<file path="src/rtl/tl_pkg.sv">
package tl_pkg;
   localparam int STATE_W   = 3;
   localparam int NUM_CODES = 1 << STATE_W;
   localparam int NUM_NORM  = 6;

   localparam logic [STATE_W-1:0] PH_CLEAR_A = 3'b000;
   localparam logic [STATE_W-1:0] PH_GO_1    = 3'b001;
   localparam logic [STATE_W-1:0] PH_WARN_1  = 3'b010;
   localparam logic [STATE_W-1:0] PH_CLEAR_B = 3'b011;
   localparam logic [STATE_W-1:0] PH_GO_2    = 3'b100;
   localparam logic [STATE_W-1:0] PH_WARN_2  = 3'b101;
   localparam logic [STATE_W-1:0] PH_EMERG   = 3'b110;
   localparam logic [STATE_W-1:0] PH_BAD     = 3'b111;

   // A bit per decoded code: set where that road must show red.
   localparam logic [NUM_CODES-1:0] RD1_RED_SET = 8'b1111_1001;
   localparam logic [NUM_CODES-1:0] RD2_RED_SET = 8'b1100_1111;

   typedef struct packed {
      logic red;
      logic yel;
      logic grn;
   } road_lamps_t;
endpackage

</file>
<file path="src/rtl/tl_state_reg.sv">
module tl_state_reg
   import tl_pkg::*;
#(
   parameter logic [STATE_W-1:0] RESET_CODE = PH_CLEAR_A
) (
   input  logic               clk,
   input  logic               rst,
   input  logic [STATE_W-1:0] d,
   output logic [STATE_W-1:0] q
);
   always_ff @(posedge clk) begin
      if (rst) q <= RESET_CODE;
      else     q <= d;
   end
endmodule

</file>
<file path="src/rtl/tl_next_phase.sv">
module tl_next_phase
   import tl_pkg::*;
#(
   parameter int NEXT_STYLE = 0   // 0: minimized equations, 1: case table
) (
   input  logic [STATE_W-1:0] cur,
   input  logic               req,
   output logic [STATE_W-1:0] nxt
);
   logic [STATE_W-1:0] norm_nxt;
   logic               in_emerg_or_bad;

   assign in_emerg_or_bad = cur[2] & cur[1];

   generate
      if (NEXT_STYLE == 0) begin : g_eqn
         logic a, b, c;
         assign a = cur[2];
         assign b = cur[1];
         assign c = cur[0];
         assign norm_nxt[2] = (b & c) | (a & ~c);
         assign norm_nxt[1] = (b & ~c) | (~a & ~b & c);
         assign norm_nxt[0] = ~c;
      end else begin : g_table
         always_comb begin
            unique case (cur)
               PH_CLEAR_A: norm_nxt = PH_GO_1;
               PH_GO_1:    norm_nxt = PH_WARN_1;
               PH_WARN_1:  norm_nxt = PH_CLEAR_B;
               PH_CLEAR_B: norm_nxt = PH_GO_2;
               PH_GO_2:    norm_nxt = PH_WARN_2;
               default:    norm_nxt = PH_CLEAR_A;
            endcase
         end
      end
   endgenerate

   always_comb begin
      if (req)                  nxt = PH_EMERG;
      else if (in_emerg_or_bad) nxt = PH_CLEAR_A;
      else                      nxt = norm_nxt;
   end
endmodule

</file>
<file path="src/rtl/tl_lamp_decode.sv">
module tl_lamp_decode
   import tl_pkg::*;
(
   input  logic [STATE_W-1:0] cur,
   output road_lamps_t        rd1,
   output road_lamps_t        rd2
);
   logic [NUM_CODES-1:0] hot;

   generate
      for (genvar j = 0; j < NUM_CODES; j++) begin : g_dec
         assign hot[j] = (cur == STATE_W'(j));
      end
   endgenerate

   assign rd1.grn = hot[PH_GO_1];
   assign rd1.yel = hot[PH_WARN_1];
   assign rd1.red = |(hot & RD1_RED_SET);
   assign rd2.grn = hot[PH_GO_2];
   assign rd2.yel = hot[PH_WARN_2];
   assign rd2.red = |(hot & RD2_RED_SET);
endmodule

</file>
<file path="src/rtl/tl_intersection_ctrl.sv">
module tl_intersection_ctrl
   import tl_pkg::*;
#(
   parameter int NEXT_STYLE = 0
) (
   input  logic               clk,
   input  logic               rst,
   input  logic               emerg_req,
   output logic               rd1_red,
   output logic               rd1_yel,
   output logic               rd1_grn,
   output logic               rd2_red,
   output logic               rd2_yel,
   output logic               rd2_grn,
   output logic [STATE_W-1:0] phase
);
   generate
      if (NEXT_STYLE != 0 && NEXT_STYLE != 1) begin : g_bad_style
         $error("tl_intersection_ctrl: NEXT_STYLE must be 0 or 1");
      end
      if (NUM_NORM + 2 != NUM_CODES) begin : g_bad_codes
         $error("tl_intersection_ctrl: code space does not fit six phases plus two");
      end
   endgenerate

   logic [STATE_W-1:0] cur_q, nxt_d;
   road_lamps_t        l1, l2;

   tl_state_reg #(.RESET_CODE(PH_CLEAR_A)) u_reg (
      .clk (clk),
      .rst (rst),
      .d   (nxt_d),
      .q   (cur_q)
   );

   tl_next_phase #(.NEXT_STYLE(NEXT_STYLE)) u_next (
      .cur (cur_q),
      .req (emerg_req),
      .nxt (nxt_d)
   );

   tl_lamp_decode u_dec (
      .cur (cur_q),
      .rd1 (l1),
      .rd2 (l2)
   );

   assign rd1_red = l1.red;
   assign rd1_yel = l1.yel;
   assign rd1_grn = l1.grn;
   assign rd2_red = l2.red;
   assign rd2_yel = l2.yel;
   assign rd2_grn = l2.grn;
   assign phase   = cur_q;
endmodule

</file>
<file path="config.mk">
export PLATFORM = sky130hd
export DESIGN_NAME = tl_intersection_ctrl
export DESIGN_NICKNAME = d
export VERILOG_FILES = /design/src/rtl/tl_pkg.sv /design/src/rtl/tl_state_reg.sv /design/src/rtl/tl_next_phase.sv /design/src/rtl/tl_lamp_decode.sv /design/src/rtl/tl_intersection_ctrl.sv
export SDC_FILE = /design/constraint.sdc
export NUM_CORES = 1
export LEC_CHECK = 0
export ABC_AREA = 1
export BUFFER_PORTS_ARGS = -buffer_cell sky130_fd_sc_hd__buf_4
export CAP_MARGIN = 20
export CORE_AREA = 2 2 39 41
export DETAILED_ROUTE_END_ITERATION = 10
export DIE_AREA = 0 0 41 43
export SETUP_SLACK_MARGIN = 0.15
export SLEW_MARGIN = 10
export SYNTH_ARGS = -nofsm -noshare
export SYNTH_HDL_FRONTEND = slang
export SYNTH_SLANG_ARGS = --single-unit
export TNS_END_PERCENT = 30
</file>
<file path="constraint.sdc">
create_clock -name clk -period 1.1 [get_ports clk]
set_input_delay 0.11 -clock clk [delete_from_list [all_inputs] [get_ports clk]]
set_output_delay 0.11 -clock clk [all_outputs]
set_load 0.02 [all_outputs]
</file>
Word-level counts from Yosys, hierarchy flattened --
Cells that the tools add are included.
Word-level totals: output and inout port bits 9, logic and storage cells 26, register bits after elaboration 3, bits of input ports 3
Cells by class: equality and inequality tests 7, reductions and logical operators 4, bitwise operators 11, muxes and demuxes 2
Operators with widths (count):
- $eq A3 B3 Y1 const B | 4
- $reduce_or A6 Y1 | 2
- $and A1 B1 Y1 | 6
- $eq A3 B2 Y1 const B | 2
- $mux W3 | 2
- $eq A3 B1 Y1 const B | 1
- $logic_not A3 Y1 | 1
- $not A1 Y1 | 3
- $reduce_or A3 Y1 | 1
- $or A1 B1 Y1 | 2

Depth between registers and ports, before layout --
word-level depth 6, depth in mapped cells 5, mapped depth without buffers 5

Cells and area by module --
A second synthesis with hierarchy kept.
Unflattened totals: cells, all modules 35, area total of the unflattened synthesis 193.9 µm²
By module, submodules not included:
- tl_state_reg | area an instance 82.6 µm², instances 1, cells an instance 9
- tl_next_phase | area an instance 58.8 µm², instances 1, cells an instance 14
- tl_lamp_decode | area an instance 52.6 µm², instances 1, cells an instance 12

Worst setup path after synthesis --
No wires, ideal clock.
path kind register to output, start point register u_reg.q[2], end point output port rd2_grn, arrival 1.086 ns, cell stages (with the launch flop) 3, slack -0.096 ns, buffers on the path 0, required time 0.990 ns, cell sequence dfxtp_1 -> nand2_1 -> nor2_1
On the way: longest elaborated chain between the ends 1
Ends and longest elaborated chain:
- start: declaration | RTL line tl_state_reg.sv:9 | output logic [STATE_W-1:0] q
- start signal: assignment | RTL line tl_state_reg.sv:12 | if (rst) q <= RESET_CODE;
- start signal: assignment | RTL line tl_state_reg.sv:13 | else q <= d;
- $eq A3 B3 Y1 | RTL line tl_lamp_decode.sv:12 | assign hot[j] = (cur == STATE_W'(j));
- end: declaration | RTL line tl_intersection_ctrl.sv:14 | output logic rd2_grn,
No other way between the ends.

Final worst setup path --
start point register u_reg.q[1], end point output port rd2_yel
On the way: longest elaborated chain between the ends 1
Ends and longest elaborated chain:
- $eq A3 B3 Y1 | RTL line tl_lamp_decode.sv:12
- end: declaration | RTL line tl_intersection_ctrl.sv:13 | output logic rd2_yel,
No other way between the ends.

==> summary.md <==
| Metric | Value |
|---|---|
| Status | `completed` |
| Worst vdd ir | `0.466 mV` |
| Die Height | `43 um` |
| CP Max Fanout | `6` |
| Post-route ant nets | `0` |
| DRC | `0` |
| YS warnings | `0` |
| Dpl ws | `0.174 ns` |
| Tightest Hold Check Type | `in2reg` |
| Crit Path Category | `reg2out` |
| # IOs | `12` |
| Top Registers | `u_reg.q: 3 flops` |
| Max-cap check violation count | `0` |
| Tot Pwr | `0.464 mW` |
| Hold buffer count at cts | `0` |
| Post-synthesis cell type count | `10` |
| Pins Over Slew Limit | `0` |
| Critical Path Start Type | `flip-flop` |
| Reg clk slew, reported paths | `0.04 ns` |
| Final hold vios | `0` |
| Die area | `0.00176 mm^2` |
| Fin cells | `56` |
| Placed cells | `50` |
| Biggest register | `u_reg.q` |
| Largest net degree at the start of global routing | `8` |
| Initial DRC Count | `1` |
| Inserted Clock Buffers | `3` |
| Worst-Skew Late Latency | `0.23 ns` |
| Synth-to-Final Area Change | `129%` |
| Net Sw Frac | `0.319` |
| Cell taking the most area after synthesis | `dfxtp_1` |
| NumNets Final | `44` |
| All-layer global routing usage | `0.0661` |
| Mapped Nets | `26` |
| Cell Area, Synth | `153 um^2` |
| Largest register FFs | `3` |
| CTS Root Cell | `clkbuf_4` |
| Worst setup skew after layout | `0.00363 ns` |
| Synth area leaders | `dfxtp_1 39%, nand2_1 15%, nand2_2 8.2%, a21oi_1 6.6%, nor3_1 6.6%` |
| Fmax | `947 MHz` |
| WL/cell | `8.46 um` |
| CP endpoint kind | `output pin` |
| Syn Area/Cell | `6.64 um^2` |
| Final TNS setup | `0 ns` |
| DRT Wirelength | `474 um` |
| Logic pwr share | `0.292` |
| PnR worst setup slack | `0.0442 ns` |
| Crit path DAT | `0.95 ns` |
| Yosys top cell area share | `0.393` |
| WP data required | `0.99 ns` |
| Fin crit period | `1.06 ns` |
| Syn Inst Count | `23` |
| Most frequent cells in the layout | `11 x buf_4, 5 x nand2_1, 3 x clkbuf_4, 3 x dfxtp_4` |
| Max clock buf depth | `2` |
| Reg power frac | `0.295` |
| Clock sink count | `3` |
| N_diodes | `0` |
| Final setup violation count | `0` |
| Routed via count | `200` |
| First-pass GRT wire length | `738 um` |
| Power per standard cell area | `1330 mW/mm^2` |
| # port buffers | `11` |
| Seq cells post-synth | `3` |
| Commonest non-fill, non-tap cell in the layout | `buf_4` |
| Aggregate global routing overflow | `0` |
| Core outline area | `0.00138 mm^2` |
| FP Rows | `14` |
| TritonRoute pass-1 iters | `2` |
| Layout cells sized above 1 | `0.750` |
| CTS tree | `done` |
| Vias in the first global route | `205` |
| Sw power | `0.148 mW` |
| Drt via density | `3.57` |
| Post-synthesis sequential area ratio | `0.393` |
| Clock share of power | `0.412` |
| Relative slew slack | `0.874` |
| RSZ-0062 raised after global routing | `yes` |
| Initial antenna violation count | `0` |
| Slew @ Worst Pin | `0.187 ns` |
| Htree depth | `1` |
| Leak pwr | `0.172 nW` |
| Die X | `41 um` |
| Pint | `0.316 mW` |
| GP Congestion | `0.617` |
| Tcrit/Tclk final | `0.960` |
| Initial Utilization | `0.110` |
## critical path, cell delays in order (launching register included)
cell	delay [ns]
dfxtp_4	0.36
inv_4	0.08
nand2_4	0.06
nor2_2	0.07
buf_4	0.14
## repair_timing
item	4_1_cts	5_1_grt
setup buffers	2	0
endpoints found under the setup margin	7	7
resized for setup	10	0
pin swaps	2	1
## synthesized netlist by cell type
library cell,number
a21oi_2,1
nand2_2,2
inv_2,2
nor3_1,2
dfxtp_1,3
nor2_1,2
nor4_1,1
a21oi_1,2
nand2_1,6
inv_1,2
## logic make-up (layout without fill, tap and decap cells)
logic type             Yosys count  in the layout  synth area share
DFF                              3              3             0.393
buffers and inverters            4             21            0.0984
AOI/OAI and AO/OA                3              3             0.123
and+or+nand+nor                 13             13             0.385
## cell type report
type	count	area, um^2
fill	160	1030
tap	16	20.0
inverter	4	17.5
timing repair buffer	13	105
sequential	3	71.3
multi-input combinational	16	109
clock buffer	4	26.3
## metrics by stage
step | hold slack, ns | cell area [um^2] | util
floorplan | 0.172 | 173 | -
global placement | 0.276 | 275 | 0.199
detailed placement | 0.276 | 275 | 0.199
CTS | 0.0224 | 349 | 0.252
global route | 0.0311 | 349 | 0.252
finish | 0.0346 | 349 | 0.252
## power by group through the flow
stage	registers [mW]	logic (mW)	clock network [mW]
2_1_floorplan	0.146	0.0586	0
3_5_place_dp	0.139	0.116	0
4_1_cts	0.137	0.137	0.205
5_1_grt	0.140	0.147	0.207
6_report	0.137	0.136	0.191
3_3_place_gp	0.138	0.116	0
## worst paths after layout
path	startpoint	to	slack [ns]	cells past startpoint
setup reg to reg	u_reg.q[0]$_SDFF_PP0_	u_reg.q[2]$_SDFF_PP0_	0.28	5
setup / recovery	u_reg.q[1]$_SDFF_PP0_	rd2_yel	0.04	4
hold reg to reg	u_reg.q[0]$_SDFF_PP0_	u_reg.q[0]$_SDFF_PP0_	0.56	2
hold / removal	emerg_req	u_reg.q[0]$_SDFF_PP0_	0.03	2
## routing by layer
layer / track usage / vias to the layer above / share of wire
met2: 0.0906 / 11 / 0.47
met5: 0 / - / 0
met3: 0.0157 / 0 / 0.11
met4: 0.0800 / 0 / 0
li1: - / 108 / -
met1: 0.0703 / 81 / 0.42
No activity file was read; power rests on OpenSTA's default activity.
